`src/rtl/e1_mux_pkg.sv`:
```
package e1_mux_pkg;

   // Source selector for a single line bit cell
   typedef enum logic {
      SRC_DATA = 1'b0,
      SRC_CTRL = 1'b1
   } src_e;

   // Per-timeslot source choice
   function automatic src_e pick_src(input logic is_sync_slot,
                                     input logic is_sig_slot,
                                     input logic ccs_on);
      if (is_sync_slot)
         return SRC_CTRL;
      if (is_sig_slot)
         return ccs_on ? SRC_DATA : SRC_CTRL;
      return SRC_DATA;
   endfunction

endpackage

```
`src/rtl/e1_slot_counter.sv`:
```
// Bit-cell position within the frame, advanced on the sampling (falling) edge.
module e1_slot_counter #(
   parameter int POS_W = 8
) (
   input  logic             clk,
   input  logic             rst_n,
   input  logic             sync_in,
   output logic [POS_W-1:0] cur_pos,
   output logic [POS_W-1:0] pos_q
);

   // Position of the cell being sampled at this falling edge
   always_comb begin
      if (sync_in)
         cur_pos = '0;
      else
         cur_pos = pos_q + POS_W'(1);
   end

   // Reset to the last cell so the first sample lands on cell 0
   always_ff @(negedge clk or negedge rst_n) begin
      if (!rst_n)
         pos_q <= '1;
      else
         pos_q <= cur_pos;
   end

endmodule

```
`src/rtl/e1_mode_latch.sv`:
```
// Captures the signalling-mode flag from the control stream and arms it at frame start.
module e1_mode_latch #(
   parameter int CH_W      = 5,
   parameter int BIT_W     = 3,
   parameter int CH_BITS   = 8,
   parameter int MODE_SLOT = 31,
   parameter int MODE_BIT  = 5,
   parameter bit MSB_FIRST = 1'b1
) (
   input  logic                  clk,
   input  logic                  rst_n,
   input  logic [CH_W+BIT_W-1:0] cur_pos,
   input  logic                  ctl_in,
   output logic                  ccs_act
);

   localparam int POS_W = CH_W + BIT_W;

   logic [BIT_W-1:0] flag_ofs;
   logic             flag_hit;
   logic             frame_start;
   logic             ccs_pend;

   // Cell offset of the flag inside its channel depends on transmit bit order
   generate
      if (MSB_FIRST) begin : g_msb_first
         assign flag_ofs = BIT_W'(CH_BITS - 1 - MODE_BIT);
      end else begin : g_lsb_first
         assign flag_ofs = BIT_W'(MODE_BIT);
      end
   endgenerate

   assign flag_hit    = (cur_pos == {CH_W'(MODE_SLOT), flag_ofs});
   assign frame_start = (cur_pos == POS_W'(0));

   always_ff @(negedge clk or negedge rst_n) begin
      if (!rst_n) begin
         ccs_pend <= 1'b0;
         ccs_act  <= 1'b0;
      end else begin
         if (flag_hit)
            ccs_pend <= ctl_in;
         if (frame_start)
            ccs_act <= ccs_pend;
      end
   end

endmodule

```
`src/rtl/e1_slot_select.sv`:
```
// Chooses the source of each bit cell on the falling edge, launches it on the rising edge.
module e1_slot_select
   import e1_mux_pkg::*;
#(
   parameter int CH_W      = 5,
   parameter int SYNC_SLOT = 0,
   parameter int SIG_SLOT  = 16
) (
   input  logic            clk,
   input  logic            rst_n,
   input  logic [CH_W-1:0] cur_chan,
   input  logic            ccs_act,
   input  logic            dat_in,
   input  logic            ctl_in,
   output logic            e1_out
);

   src_e src;
   logic pick_bit;
   logic sel_q;
   logic out_q;

   always_comb begin
      src      = pick_src(cur_chan == CH_W'(SYNC_SLOT),
                          cur_chan == CH_W'(SIG_SLOT),
                          ccs_act);
      pick_bit = (src == SRC_CTRL) ? ctl_in : dat_in;
   end

   always_ff @(negedge clk or negedge rst_n) begin
      if (!rst_n)
         sel_q <= 1'b0;
      else
         sel_q <= pick_bit;
   end

   always_ff @(posedge clk or negedge rst_n) begin
      if (!rst_n)
         out_q <= 1'b0;
      else
         out_q <= sel_q;
   end

   assign e1_out = out_q;

endmodule

```
`src/rtl/e1_tdm_mux.sv`:
```
module e1_tdm_mux #(
   parameter int CHANNELS  = 32,
   parameter int CH_BITS   = 8,
   parameter int SYNC_SLOT = 0,
   parameter int SIG_SLOT  = 16,
   parameter int MODE_SLOT = 31,
   parameter int MODE_BIT  = 5,
   parameter bit MSB_FIRST = 1'b1
) (
   input  logic clk,
   input  logic rst_n,
   input  logic fsync,
   input  logic dat_in,
   input  logic ctl_in,
   output logic e1_out
);

   localparam int CH_W  = $clog2(CHANNELS);
   localparam int BIT_W = $clog2(CH_BITS);
   localparam int POS_W = CH_W + BIT_W;

   // Elaboration-time parameter checks
   generate
      if ((CHANNELS & (CHANNELS - 1)) != 0 || CHANNELS < 2) begin : g_bad_channels
         $error("CHANNELS must be a power of two");
      end
      if ((CH_BITS & (CH_BITS - 1)) != 0 || CH_BITS < 2) begin : g_bad_chbits
         $error("CH_BITS must be a power of two");
      end
      if (SYNC_SLOT >= CHANNELS || SIG_SLOT >= CHANNELS || MODE_SLOT >= CHANNELS) begin : g_bad_slot
         $error("slot index out of range");
      end
      if (SYNC_SLOT == SIG_SLOT) begin : g_bad_overlap
         $error("sync and signalling slots must differ");
      end
      if (MODE_BIT >= CH_BITS) begin : g_bad_modebit
         $error("MODE_BIT out of range");
      end
   endgenerate

   logic [POS_W-1:0] cur_pos;
   logic [POS_W-1:0] pos_q;
   logic             ccs_act;

   e1_slot_counter #(
      .POS_W (POS_W)
   ) u_cnt (
      .clk     (clk),
      .rst_n   (rst_n),
      .sync_in (fsync),
      .cur_pos (cur_pos),
      .pos_q   (pos_q)
   );

   e1_mode_latch #(
      .CH_W      (CH_W),
      .BIT_W     (BIT_W),
      .CH_BITS   (CH_BITS),
      .MODE_SLOT (MODE_SLOT),
      .MODE_BIT  (MODE_BIT),
      .MSB_FIRST (MSB_FIRST)
   ) u_mode (
      .clk     (clk),
      .rst_n   (rst_n),
      .cur_pos (cur_pos),
      .ctl_in  (ctl_in),
      .ccs_act (ccs_act)
   );

   e1_slot_select #(
      .CH_W      (CH_W),
      .SYNC_SLOT (SYNC_SLOT),
      .SIG_SLOT  (SIG_SLOT)
   ) u_sel (
      .clk      (clk),
      .rst_n    (rst_n),
      .cur_chan (cur_pos[POS_W-1:BIT_W]),
      .ccs_act  (ccs_act),
      .dat_in   (dat_in),
      .ctl_in   (ctl_in),
      .e1_out   (e1_out)
   );

endmodule

```
`config.mk`:
```
export PLATFORM = sky130hd
export DESIGN_NAME = e1_tdm_mux
export DESIGN_NICKNAME = d
export VERILOG_FILES = /design/src/rtl/e1_mux_pkg.sv /design/src/rtl/e1_slot_counter.sv /design/src/rtl/e1_mode_latch.sv /design/src/rtl/e1_slot_select.sv /design/src/rtl/e1_tdm_mux.sv
export SDC_FILE = /design/constraint.sdc
export NUM_CORES = 1
export LEC_CHECK = 0
export ABC_AREA = 1
export CAP_MARGIN = 20
export CORE_AREA = 2 2 39 41
export CTS_CLUSTER_SIZE = 24
export DETAILED_ROUTE_END_ITERATION = 6
export DIE_AREA = 0 0 41 43
export PLACE_DENSITY = 0.82
export SYNTH_ARGS = -nofsm -noshare
export SYNTH_HDL_FRONTEND = slang
export SYNTH_SLANG_ARGS = --single-unit
```
`constraint.sdc`:
```
create_clock -name clk -period 2 [get_ports clk]
set_input_delay 0.3 -clock clk [delete_from_list [all_inputs] [get_ports clk]]
set_output_delay 0.3 -clock clk [all_outputs]
set_load 0.01 [all_outputs]
```
==> impl_metrics.xml, run 1 <==
<?xml version="1.0" encoding="UTF-8"?>
<metrics>
  <group name="grt">
    <metric name="gr-total-overflow" unit="">0</metric>
    <metric name="largest_net_degree_at_the_start_of_global_routing" unit="">13</metric>
    <metric name="global_route_wire_length_before_repair" unit="um">2070</metric>
    <metric name="number_of_global_route_vias_before_repair" unit="">532</metric>
    <metric name="grt_antenna_before_repair" unit="">0</metric>
    <metric name="gr-usage-all-layers" unit="%">17.6</metric>
  </group>
  <group name="logic_synthesis">
    <metric name="leading_area_contributor_after_synthesis" unit="">sky130_fd_sc_hd__dfstp_2</metric>
    <metric name="synth-seq-cells" unit="">12</metric>
    <metric name="synthDominantCellAreaShare" unit="%">31.5</metric>
    <metric name="synth.area.top_cells" unit="">sky130_fd_sc_hd__dfstp_2 (31%), sky130_fd_sc_hd__dfrtn_1 (11%), sky130_fd_sc_hd__nand2_1 (11%)</metric>
    <metric name="synthesis.yosys.warnings" unit="">0</metric>
    <metric name="seq_area_frac_synth" unit="%">46.4</metric>
    <metric name="synth_area_per_cell" unit="um2">8.35</metric>
    <metric name="netlist_instances" unit="">80</metric>
    <metric name="synth.distinct_cells" unit="">16</metric>
    <metric name="syn_area" unit="um2">668</metric>
    <metric name="net_count_synth" unit="">86</metric>
  </group>
  <group name="floorplan">
    <metric name="die_area" unit="um2">1760</metric>
    <metric name="io-pin-count" unit="">6</metric>
    <metric name="die_h" unit="um">43</metric>
    <metric name="die_width" unit="um">41</metric>
    <metric name="fp_rows" unit="">14</metric>
    <metric name="placeableCoreArea" unit="um2">1380</metric>
    <metric name="initial_utilization" unit="%">48.3</metric>
  </group>
  <group name="critical_path">
    <metric name="critical_path_arrival" unit="ps">1120</metric>
    <metric name="critical-path-slowest-cell" unit="">sky130_fd_sc_hd__buf_6</metric>
    <metric name="timing.critical_path.cells" unit="">buf_8, clkinvlp_4, buf_6, nand3_4, inv_2, nor2_2, nand2_1, nand2_1, nand2_1</metric>
    <metric name="setup.worst_path.class" unit="">in -&gt; reg</metric>
    <metric name="worst_ep_required" unit="ps">1140</metric>
    <metric name="critical_path.endpoint_type" unit="">flop</metric>
    <metric name="worst_setup_path_start_kind" unit="">input pin</metric>
    <metric name="worst_path_most_repeated_cell" unit="">sky130_fd_sc_hd__nand2_1</metric>
    <metric name="worstPathMaxFanout" unit="">6</metric>
    <metric name="critical-path-max-stage-delay" unit="ps">170</metric>
  </group>
  <group name="clock_network">
    <metric name="tritoncts.num_buffers" unit="">3</metric>
    <metric name="cts_tree" unit="">built</metric>
    <metric name="clock_root_buffer" unit="">sky130_fd_sc_hd__clkbuf_4</metric>
    <metric name="insertion_delay" unit="ps">350</metric>
    <metric name="clk_transition_reported_paths" unit="ps">80</metric>
    <metric name="clk_path_buf_depth" unit="">2</metric>
    <metric name="cts.sinks" unit="">12</metric>
    <metric name="cts.hold.buffers_added" unit="">0</metric>
    <metric name="cts_max_level" unit="">1</metric>
  </group>
  <group name="placed_design">
    <metric name="buffer_ports.inserted" unit="">5</metric>
    <metric name="placedInstanceArea" unit="um2">815</metric>
    <metric name="routabilityCongestion" unit="">0.725</metric>
    <metric name="place_ws" unit="ps">-788</metric>
    <metric name="dpl.hpwl" unit="um">975</metric>
  </group>
  <group name="min_path">
    <metric name="hold_class" unit="">in -&gt; async</metric>
  </group>
  <group name="power">
    <metric name="cellPowerDensity" unit="nW/um2">616</metric>
    <metric name="vdd_drop_max" unit="mV">0.427</metric>
    <metric name="power.leakage" unit="nW">0.486</metric>
    <metric name="totalPowerFinal" unit="uW">583</metric>
  </group>
  <group name="route">
    <metric name="detail-route-antenna-nets" unit="">0</metric>
    <metric name="routed-via-count" unit="">615</metric>
    <metric name="detail_route.wl_per_cell" unit="um">11.0</metric>
    <metric name="drcViolationCount" unit="">0</metric>
    <metric name="detail_route.wirelength" unit="um">1350</metric>
    <metric name="drt_iter0_markers" unit="">12</metric>
    <metric name="first_pass_iters" unit="">4</metric>
    <metric name="via_density_per_instance" unit="">5.00</metric>
  </group>
  <group name="finish">
    <metric name="antennaDiodeCount" unit="">0</metric>
    <metric name="final_nets" unit="">114</metric>
    <metric name="util_after_layout" unit="%">68.4</metric>
    <metric name="count_of_fill_cells_added_during_filler_insertion" unit="">111</metric>
    <metric name="drive_above_1_share" unit="%">43.0</metric>
    <metric name="area_growth" unit="%">41.6</metric>
    <metric name="fin_area" unit="um2">946</metric>
  </group>
  <group name="sta">
    <metric name="report.final.hold_viol_count" unit="">0</metric>
    <metric name="worst_margin_pin_slew" unit="ps">168</metric>
    <metric name="rsz0062_at_grt" unit="">true</metric>
    <metric name="slew_headroom" unit="%">88.7</metric>
    <metric name="hold_slack" unit="ps">350</metric>
    <metric name="worst_clock_skew" unit="ps">59.4</metric>
    <metric name="final-setup-viol-count" unit="">0</metric>
    <metric name="final_critical_path_setup_slack" unit="ps">25.5</metric>
    <metric name="slew_violations" unit="">0</metric>
  </group>
  <group name="run">
    <metric name="maximum_capacitance_violations" unit="">0</metric>
  </group>
  <group name="run_status">
    <metric name="run_status" unit="">complete, no violations</metric>
  </group>
</metrics>
## area by class of cell
type	count	area (um2)	area share, %
multi-input cells	54	335	35.4
clock inverters	8	30.0	3.17
flip-flops and latches	12	310	32.8
repair buffers	16	161	17.1
well taps	16	20.0	2.12
inverters	13	52.6	5.56
clock buffers	4	36.3	3.84
## per-stage QoR
stage	TNS, ps	instances
floorplan	-114	80
global placement	-4800	109
detailed placement	-4970	109
CTS	0	122
global route	-166	123
finish	0	123
## power breakdown
group          internal, mW  switching [mW]
Combinational        0.0354          0.0308
Clock                 0.132           0.123
Sequential            0.256         0.00631
Total                 0.423           0.160
## routing by layer
metal,routed length (um),vias to the layer above,GRT usage [%]
li1,-,301,-
met1,581,300,21.3
met2,705,9,28.7
met3,38,5,1.57
met4,29,0,10.0
met5,0,-,0
## flip-flops by register name (all words and copies together), names as in the netlist
register         count
u_cnt.pos_q          8
u_sel.sel_q          1
u_mode.ccs_pend      1
u_mode.ccs_act       1
u_sel.e1_out         1
## logic make-up (layout without fill, tap and decap cells)
| family | count (synthesis) | after routing | share of synthesized area (%) |
|---|---|---|---|
| AO/OA/AOI/OAI | 2 | 2 | 2.25 |
| AND/OR/NAND/NOR | 51 | 51 | 41.6 |
| flip-flops | 12 | 12 | 46.4 |
| buffers and inverters | 14 | 41 | 7.87 |
| adder cells (fa/ha/maj) | 1 | 1 | 1.87 |
## cells in the mapped netlist
master                     instances
sky130_fd_sc_hd__nand3_1           9
sky130_fd_sc_hd__dfrtn_1           3
sky130_fd_sc_hd__nand4_1           1
sky130_fd_sc_hd__nor2_2            3
sky130_fd_sc_hd__nand2_1          19
sky130_fd_sc_hd__dfrtp_1           1
sky130_fd_sc_hd__o21bai_1          2
sky130_fd_sc_hd__inv_1            13
sky130_fd_sc_hd__or2_1             1
sky130_fd_sc_hd__nor2_1            5
sky130_fd_sc_hd__nand3_2           4
sky130_fd_sc_hd__inv_2             1
sky130_fd_sc_hd__ha_1              1
sky130_fd_sc_hd__nand2_2           6
sky130_fd_sc_hd__dfstp_2           8
sky130_fd_sc_hd__nor2_4            3
## placed cells by master, fill, tap and decap left out
| cell | Yosys | routed |
|---|---|---|
| sky130_fd_sc_hd__buf_12 | 0 | 1 |
| sky130_fd_sc_hd__buf_4 | 0 | 7 |
| sky130_fd_sc_hd__buf_6 | 0 | 3 |
| sky130_fd_sc_hd__buf_8 | 0 | 1 |
| sky130_fd_sc_hd__clkbuf_4 | 0 | 3 |
| sky130_fd_sc_hd__clkbuf_8 | 0 | 1 |
| sky130_fd_sc_hd__clkdlybuf4s50_1 | 0 | 4 |
| sky130_fd_sc_hd__clkinvlp_4 | 0 | 1 |
| sky130_fd_sc_hd__dfrtn_1 | 3 | 3 |
| sky130_fd_sc_hd__dfrtp_1 | 1 | 1 |
| sky130_fd_sc_hd__dfstp_2 | 8 | 8 |
| sky130_fd_sc_hd__ha_1 | 1 | 1 |
| sky130_fd_sc_hd__inv_1 | 13 | 18 |
| sky130_fd_sc_hd__inv_2 | 1 | 2 |
| sky130_fd_sc_hd__nand2_1 | 19 | 18 |
| sky130_fd_sc_hd__nand2_2 | 6 | 7 |
| sky130_fd_sc_hd__nand3_1 | 9 | 8 |
| sky130_fd_sc_hd__nand3_2 | 4 | 3 |
| sky130_fd_sc_hd__nand3_4 | 0 | 2 |
| sky130_fd_sc_hd__nand4_1 | 1 | 1 |
| sky130_fd_sc_hd__nor2_1 | 5 | 4 |
| sky130_fd_sc_hd__nor2_2 | 3 | 3 |
| sky130_fd_sc_hd__nor2_4 | 3 | 4 |
| sky130_fd_sc_hd__o21bai_1 | 2 | 2 |
| sky130_fd_sc_hd__or2_1 | 1 | 1 |
## worst paths after layout
kind / start / slack, ps / depth (start not counted) / end
hold / removal: rst_n / 350 / 2 / u_sel.e1_out
setup reg to reg: u_cnt.pos_q[0] / 230 / 11 / u_mode.ccs_pend
max in group asynchronous: rst_n / 490 / 2 / u_cnt.pos_q[0]
setup / recovery: fsync / 30 / 9 / u_mode.ccs_act
min in group clk: u_mode.ccs_act / 420 / 2 / u_mode.ccs_act
hold reg to reg: u_mode.ccs_act / 420 / 2 / u_mode.ccs_act
## worst max-delay path: cells and delay by family
family,cells,cell delay (ps)
buffers and inverters,4,460
AND/OR/NAND/NOR,5,360
## timing repair
item                       4_1_cts  5_1_grt
pin swaps                        3        7
hold endpoints to repair         0        0
setup buffers                    2        1
resized for setup                9        7
cloned                           0        0
setup endpoints to repair        8        3
Power figures use the tool's default switching activity.
==> inputs of run 2 (changes only) <==
Settings changed: ABC_AREA 1 to unset, CAP_MARGIN 20 to unset, PLACE_DENSITY 0.82 to 0.8.
==> run 2 against run 1 <==
  * Utilization fell by 4.6 points
  * Register-to-register slack got worse by 360 ps
  * Critical path depth down 3
  * Sequential cell count unchanged
  * Global-route usage up 2.0 points
  * Clock power shrank 14%
  * Sequential power about the same
  * Count of clock-buffer cells in the layout is the same
  * Design area down 6.7%
  * Synthesized cell count is 28% lower
  * Die area unchanged
  * The run now ends with negative setup slack left
==> impl_metrics.xml, run 2 <==
<?xml version="1.0" encoding="UTF-8"?>
<metrics>
  <group name="sta">
    <metric name="report.final.hold_viol_count" unit="">0</metric>
    <metric name="worst_margin_pin_slew" unit="ps">412</metric>
    <metric name="worst_clock_skew" unit="ps">59.9</metric>
    <metric name="slew_violations" unit="">0</metric>
    <metric name="final-setup-viol-count" unit="">3</metric>
    <metric name="rsz0062_at_grt" unit="">true</metric>
    <metric name="final_critical_path_setup_slack" unit="ps">-397</metric>
    <metric name="slew_headroom" unit="%">72.3</metric>
  </group>
  <group name="placed_design">
    <metric name="placedInstanceArea" unit="um2">779</metric>
    <metric name="dpl.hpwl" unit="um">1040</metric>
    <metric name="place_ws" unit="ps">-1220</metric>
    <metric name="placed_cells" unit="">87</metric>
    <metric name="routabilityCongestion" unit="">0.716</metric>
    <metric name="buffer_ports.inserted" unit="">5</metric>
  </group>
  <group name="route">
    <metric name="via_density_per_instance" unit="">5.32</metric>
    <metric name="detail-route-antenna-nets" unit="">0</metric>
    <metric name="first_pass_iters" unit="">4</metric>
    <metric name="detail_route.wirelength" unit="um">1420</metric>
    <metric name="routed-via-count" unit="">532</metric>
    <metric name="drt_iter0_markers" unit="">8</metric>
    <metric name="drcViolationCount" unit="">0</metric>
    <metric name="detail_route.wl_per_cell" unit="um">14.2</metric>
  </group>
  <group name="finish">
    <metric name="final_nets" unit="">91</metric>
    <metric name="layout.cells.most_common" unit="">sky130_fd_sc_hd__buf_4</metric>
    <metric name="most-common-layout-cells" unit="">sky130_fd_sc_hd__buf_4 (11), sky130_fd_sc_hd__inv_1 (10), sky130_fd_sc_hd__nor2_1 (9), sky130_fd_sc_hd__dfstp_2 (8), sky130_fd_sc_hd__clkdlybuf4s50_1 (4)</metric>
    <metric name="final-seq-area" unit="um2">310</metric>
    <metric name="regMostFlops" unit="">u_cnt.pos_q</metric>
    <metric name="antennaDiodeCount" unit="">0</metric>
    <metric name="final_standard_cell_count_with_taps_included_and_fillers_excluded" unit="">100</metric>
    <metric name="area_growth" unit="%">37.2</metric>
    <metric name="count_of_fill_cells_added_during_filler_insertion" unit="">111</metric>
    <metric name="number_of_flip_flops_under_the_largest_register_name" unit="">8</metric>
    <metric name="fin_area" unit="um2">882</metric>
    <metric name="multiInputGateArea" unit="um2">330</metric>
    <metric name="drive_above_1_share" unit="%">41.7</metric>
  </group>
  <group name="clock_network">
    <metric name="clock_root_buffer" unit="">sky130_fd_sc_hd__clkbuf_4</metric>
    <metric name="cts.sinks" unit="">12</metric>
    <metric name="clk_transition_reported_paths" unit="ps">80</metric>
    <metric name="cts.hold.buffers_added" unit="">0</metric>
    <metric name="cts_tree" unit="">built</metric>
    <metric name="cts_max_level" unit="">1</metric>
    <metric name="clk_path_buf_depth" unit="">2</metric>
    <metric name="tritoncts.num_buffers" unit="">3</metric>
    <metric name="insertion_delay" unit="ps">340</metric>
  </group>
  <group name="logic_synthesis">
    <metric name="netlist_instances" unit="">58</metric>
    <metric name="synth_area_per_cell" unit="um2">11.1</metric>
    <metric name="net_count_synth" unit="">64</metric>
    <metric name="synth.distinct_cells" unit="">28</metric>
    <metric name="synthDominantCellAreaShare" unit="%">32.7</metric>
    <metric name="synth-seq-cells" unit="">12</metric>
    <metric name="leading_area_contributor_after_synthesis" unit="">sky130_fd_sc_hd__dfstp_2</metric>
    <metric name="synthesis.yosys.warnings" unit="">0</metric>
    <metric name="synth-async-reset-ratio" unit="%">100</metric>
    <metric name="yosysMostFrequentCell" unit="">sky130_fd_sc_hd__nor2_1</metric>
    <metric name="seq_area_frac_synth" unit="%">48.2</metric>
    <metric name="ys_dominant_reg_cell" unit="">sky130_fd_sc_hd__dfstp_2</metric>
    <metric name="post_synth_edffs" unit="">0</metric>
    <metric name="syn_area" unit="um2">643</metric>
    <metric name="yosys-top-cells-count" unit="">sky130_fd_sc_hd__nor2_1 (9), sky130_fd_sc_hd__dfstp_2 (8)</metric>
    <metric name="synth.area.top_cells" unit="">sky130_fd_sc_hd__dfstp_2 (33%), sky130_fd_sc_hd__dfrtn_1 (12%), sky130_fd_sc_hd__nor2_1 (5.3%)</metric>
  </group>
  <group name="critical_path">
    <metric name="worst_setup_path_start_kind" unit="">input pin</metric>
    <metric name="setup.worst_path.class" unit="">in -&gt; reg</metric>
    <metric name="critical_path.endpoint" unit="">u_mode.ccs_pend</metric>
    <metric name="worstPathMaxFanout" unit="">4</metric>
    <metric name="crit_start" unit="">fsync</metric>
    <metric name="critical_path_arrival" unit="ps">1540</metric>
    <metric name="timing.rr.start" unit="">u_cnt.pos_q[0]</metric>
    <metric name="rrSetupSlack" unit="ps">-130</metric>
    <metric name="worst_ep_required" unit="ps">1140</metric>
    <metric name="rr_worst_depth" unit="">7</metric>
    <metric name="critical_path.endpoint_type" unit="">flop</metric>
    <metric name="rr_endpoint" unit="">u_sel.sel_q</metric>
  </group>
  <group name="grt">
    <metric name="number_of_global_route_vias_before_repair" unit="">538</metric>
    <metric name="gr-usage-all-layers" unit="%">19.6</metric>
    <metric name="grt_antenna_before_repair" unit="">0</metric>
    <metric name="largest_net_degree_at_the_start_of_global_routing" unit="">13</metric>
    <metric name="global_route_wire_length_before_repair" unit="um">2310</metric>
    <metric name="gr-total-overflow" unit="">0</metric>
  </group>
  <group name="floorplan">
    <metric name="initial_utilization" unit="%">46.5</metric>
    <metric name="die_width" unit="um">41</metric>
    <metric name="die_h" unit="um">43</metric>
    <metric name="fp_rows" unit="">14</metric>
    <metric name="io-pin-count" unit="">6</metric>
    <metric name="placeableCoreArea" unit="um2">1380</metric>
    <metric name="die_area" unit="um2">1760</metric>
  </group>
  <group name="min_path">
    <metric name="hold_class" unit="">in -&gt; async</metric>
  </group>
  <group name="run_status">
    <metric name="run_status" unit="">complete, but fails checks</metric>
    <metric name="failing_checks" unit="">negative setup slack</metric>
  </group>
  <group name="power">
    <metric name="cellPowerDensity" unit="nW/um2">643</metric>
    <metric name="power.leakage" unit="nW">0.408</metric>
    <metric name="vdd_drop_max" unit="mV">0.390</metric>
  </group>
  <group name="run">
    <metric name="maximum_capacitance_violations" unit="">0</metric>
  </group>
</metrics>
==> run 2: cell types whose count changed after synthesis, sizes merged, moves of 2 or more <==
cell,before,now
nand2,25,3
inv,14,3
nand3,13,3
mux2,0,3
xnor2,0,3
xor2,0,3
and3,0,2
and4,0,2
nor2,11,9
o21bai,2,0
o31ai,0,2
==> run 2: logic make-up after synthesis <==
group | share of synthesized area [%]
AO/OA/AOI/OAI | 7.20
XOR/XNOR | 8.17
adder cells (fa/ha/maj) | 1.95
buffers and inverters | 5.64
flip-flops | 48.2
multiplexers | 6.81
AND/OR/NAND/NOR | 22.0
==> run 2: what timing repair did <==
action                                  4_1_cts  5_1_grt
gates resized for setup                      10        1
pin swaps                                     2        0
hold endpoints to repair                      0        0
setup buffers                                 1        1
endpoints found under the setup margin        4        3
==> run 2: cell type report <==
class                      instances  area share, %
clock buffer                       4           2.98
clock inverter                     8           3.40
inverter                           2          0.851
multi-input combinational         41           37.4
sequential                        12           35.2
tap                               16           2.27
timing repair buffer              17           17.9
==> run 2: layer usage <==
metal  share of wire [%]  vias up  track usage (%)
li1                    -      258                -
met1                  42      262             22.7
met2                  54       10             32.5
met3                 2.5        2             3.14
met4                 1.3        0             10.0
met5                   0        -                0
==> run 2: power by group <==
group          switching [mW]  internal [mW]  leakage [nW]
clock network           0.122         0.0983        0.0576
logic                  0.0366         0.0457         0.217
registers             0.00597          0.258         0.133
total                   0.165          0.402         0.408
==> run 2: worst min path at each step <==
stage | startpoint | end | cells past startpoint | slack, ps
floorplan | rst_n | u_sel.e1_out | 0 | 4
global placement | u_mode.ccs_pend | u_mode.ccs_pend | 1 | 430
detailed placement | u_mode.ccs_pend | u_mode.ccs_pend | 1 | 440
CTS | rst_n | u_sel.e1_out | 2 | 340
global route | rst_n | u_sel.e1_out | 2 | 340
finish | rst_n | u_sel.e1_out | 2 | 330
==> run 2: worst max-delay path: stages <==
cell and delay, ps:
sky130_fd_sc_hd__buf_8 100, sky130_fd_sc_hd__and2b_2 200, sky130_fd_sc_hd__mux2i_2 70, sky130_fd_sc_hd__or3_4 380, sky130_fd_sc_hd__nor4_4 160, sky130_fd_sc_hd__mux2_4 320
==> run 2: stage by stage <==
step	util, %	total power [mW]	hold slack [ps]	setup TNS (ps)
after CTS	62.9	0.569	340	-1020
after detailed placement	56.3	0.371	441	-4820
final	63.7	0.567	334	-1090
after global routing	63.7	0.610	337	-1180
after floorplan	-	0.329	4.41	-1420
after global placement	56.3	0.368	433	-4320
==> inputs of run 3 (changes only) <==
Settings changed: MAX_ROUTING_LAYER set to met4.
==> run 3 against run 2 <==
  * The flow still finishes with violations (negative setup slack)
  * Non-clock buffer count unchanged
  * Design area is the same
  * Via count decreased by 1.3%
  * Highest routed layer unchanged
  * Register-to-register slack about the same
  * Sequential cell count stayed put
  * Worst setup slack worse by 2.2 ps
  * Utilization unchanged
==> impl_metrics.xml, run 3 (synthesized netlist as in run 2, its figures left out) <==
<?xml version="1.0" encoding="UTF-8"?>
<metrics>
  <group name="finish">
    <metric name="final_nets" unit="">91</metric>
    <metric name="layout.cells.most_common" unit="">sky130_fd_sc_hd__buf_4</metric>
    <metric name="final-seq-area" unit="um2">310</metric>
    <metric name="util_after_layout" unit="%">63.7</metric>
    <metric name="count_of_fill_cells_added_during_filler_insertion" unit="">111</metric>
    <metric name="drive_above_1_share" unit="%">41.7</metric>
    <metric name="final_standard_cell_count_with_taps_included_and_fillers_excluded" unit="">100</metric>
    <metric name="most-common-layout-cells" unit="">sky130_fd_sc_hd__buf_4 (11), sky130_fd_sc_hd__inv_1 (10), sky130_fd_sc_hd__nor2_1 (9), sky130_fd_sc_hd__dfstp_2 (8), sky130_fd_sc_hd__clkdlybuf4s50_1 (4)</metric>
    <metric name="antennaDiodeCount" unit="">0</metric>
    <metric name="number_of_flip_flops_under_the_largest_register_name" unit="">8</metric>
    <metric name="area_growth" unit="%">37.2</metric>
    <metric name="fin_area" unit="um2">882</metric>
    <metric name="multiInputGateArea" unit="um2">330</metric>
    <metric name="regMostFlops" unit="">u_cnt.pos_q</metric>
  </group>
  <group name="grt">
    <metric name="grt_antenna_before_repair" unit="">0</metric>
    <metric name="gr-total-overflow" unit="">0</metric>
    <metric name="gr-usage-all-layers" unit="%">20.2</metric>
    <metric name="number_of_global_route_vias_before_repair" unit="">537</metric>
    <metric name="largest_net_degree_at_the_start_of_global_routing" unit="">13</metric>
    <metric name="global_route_wire_length_before_repair" unit="um">2310</metric>
  </group>
  <group name="critical_path">
    <metric name="worst_setup_path_start_kind" unit="">input pin</metric>
    <metric name="rr_worst_depth" unit="">7</metric>
    <metric name="rrSetupSlack" unit="ps">-130</metric>
    <metric name="worst_ep_required" unit="ps">1140</metric>
    <metric name="rr_endpoint" unit="">u_sel.sel_q</metric>
    <metric name="critical_path_arrival" unit="ps">1540</metric>
    <metric name="critical_path.endpoint_type" unit="">flop</metric>
    <metric name="timing.rr.start" unit="">u_cnt.pos_q[0]</metric>
    <metric name="setup.worst_path.class" unit="">in -&gt; reg</metric>
    <metric name="worstPathMaxFanout" unit="">4</metric>
  </group>
  <group name="floorplan">
    <metric name="die_area" unit="um2">1760</metric>
    <metric name="io-pin-count" unit="">6</metric>
    <metric name="die_h" unit="um">43</metric>
    <metric name="initial_utilization" unit="%">46.5</metric>
    <metric name="placeableCoreArea" unit="um2">1380</metric>
    <metric name="die_width" unit="um">41</metric>
    <metric name="fp_rows" unit="">14</metric>
  </group>
  <group name="clock_network">
    <metric name="cts.sinks" unit="">12</metric>
    <metric name="tritoncts.num_buffers" unit="">3</metric>
    <metric name="clock_root_buffer" unit="">sky130_fd_sc_hd__clkbuf_4</metric>
    <metric name="clk_transition_reported_paths" unit="ps">80</metric>
    <metric name="clk_path_buf_depth" unit="">2</metric>
    <metric name="cts_tree" unit="">built</metric>
    <metric name="insertion_delay" unit="ps">340</metric>
    <metric name="cts_max_level" unit="">1</metric>
  </group>
  <group name="power">
    <metric name="power.leakage" unit="nW">0.408</metric>
    <metric name="vdd_drop_max" unit="mV">0.387</metric>
    <metric name="cellPowerDensity" unit="nW/um2">643</metric>
    <metric name="totalPowerFinal" unit="uW">567</metric>
  </group>
  <group name="route">
    <metric name="via_density_per_instance" unit="">5.25</metric>
    <metric name="route.met2.wl" unit="um">742</metric>
    <metric name="wl_met1" unit="um">601</metric>
    <metric name="detail-route-antenna-nets" unit="">0</metric>
    <metric name="detail_route.wirelength" unit="um">1410</metric>
    <metric name="first_pass_iters" unit="">4</metric>
    <metric name="top_layer_reached_by_signal_wires" unit="">met4</metric>
    <metric name="drt_iter0_markers" unit="">8</metric>
    <metric name="detail_route.wl_per_cell" unit="um">14.1</metric>
    <metric name="wl_met3" unit="um">33</metric>
    <metric name="drcViolationCount" unit="">0</metric>
    <metric name="routed-via-count" unit="">525</metric>
  </group>
  <group name="run">
    <metric name="maximum_capacitance_violations" unit="">0</metric>
  </group>
  <group name="sta">
    <metric name="final.setup.tns" unit="ps">-1090</metric>
    <metric name="worst_clock_skew" unit="ps">57.4</metric>
    <metric name="final_critical_path_setup_slack" unit="ps">-399</metric>
    <metric name="slew_violations" unit="">0</metric>
    <metric name="hold_slack" unit="ps">338</metric>
    <metric name="final-setup-viol-count" unit="">3</metric>
    <metric name="report.final.hold_viol_count" unit="">0</metric>
    <metric name="slew_headroom" unit="%">72.3</metric>
    <metric name="worst_margin_pin_slew" unit="ps">412</metric>
    <metric name="rsz0062_at_grt" unit="">true</metric>
  </group>
  <group name="placed_design">
    <metric name="place_ws" unit="ps">-1220</metric>
    <metric name="buffer_ports.inserted" unit="">5</metric>
    <metric name="routabilityCongestion" unit="">0.725</metric>
    <metric name="placed_cells" unit="">87</metric>
    <metric name="placedInstanceArea" unit="um2">779</metric>
    <metric name="dpl.hpwl" unit="um">1040</metric>
  </group>
  <group name="run_status">
    <metric name="failing_checks" unit="">negative setup slack</metric>
    <metric name="run_status" unit="">complete, but fails checks</metric>
  </group>
  <group name="min_path">
    <metric name="hold_class" unit="">in -&gt; async</metric>
  </group>
</metrics>
run 3: cell counts in the layout (fill, tap and decap cells not counted):
No cell type changed its count.
run 3: worst max-delay path by stage:
stage | startpoint | to | slack [ps] | cells after the start
final | fsync | u_mode.ccs_pend | -400 | 6
after global routing | fsync | u_mode.ccs_pend | -430 | 6
after CTS | fsync | u_mode.ccs_pend | -400 | 6
after detailed placement | fsync | u_mode.ccs_pend | -1220 | 6
after global placement | fsync | u_mode.ccs_pend | -1150 | 6
after floorplan | fsync | u_mode.ccs_pend | -660 | 5
run 3: per-layer routing:
metal	track usage, %	vias up
met5	-	-
met4	10.0	0
met3	3.14	4
met2	32.2	8
met1	23.4	256
li1	-	257
run 3: where the power goes:
group	internal, mW	total (mW)	switching (mW)
clock	0.0982	0.220	0.122
combinational	0.0458	0.0824	0.0366
sequential	0.258	0.264	0.00598
total	0.402	0.567	0.165
run 3: layout make-up:
class | count | area share (%)
Timing Repair Buffer | 17 | 17.9
Tap cell | 16 | 2.27
Multi-Input combinational cell | 41 | 37.4
Inverter | 2 | 0.851
Clock buffer | 4 | 2.98
Sequential cell | 12 | 35.2
Clock inverter | 8 | 3.40
run 3: what timing repair did:
action,in CTS,in global routing
pin swaps,2,0
hold buffers,0,0
endpoints found under the setup margin,4,3
setup buffers,1,1
resized for setup,10,1
cloned,0,0
run 3: critical path: stages:
cell and delay (ps):
sky130_fd_sc_hd__buf_8 100, sky130_fd_sc_hd__and2b_2 200, sky130_fd_sc_hd__mux2i_2 70, sky130_fd_sc_hd__or3_4 380
sky130_fd_sc_hd__nor4_4 160, sky130_fd_sc_hd__mux2_4 320
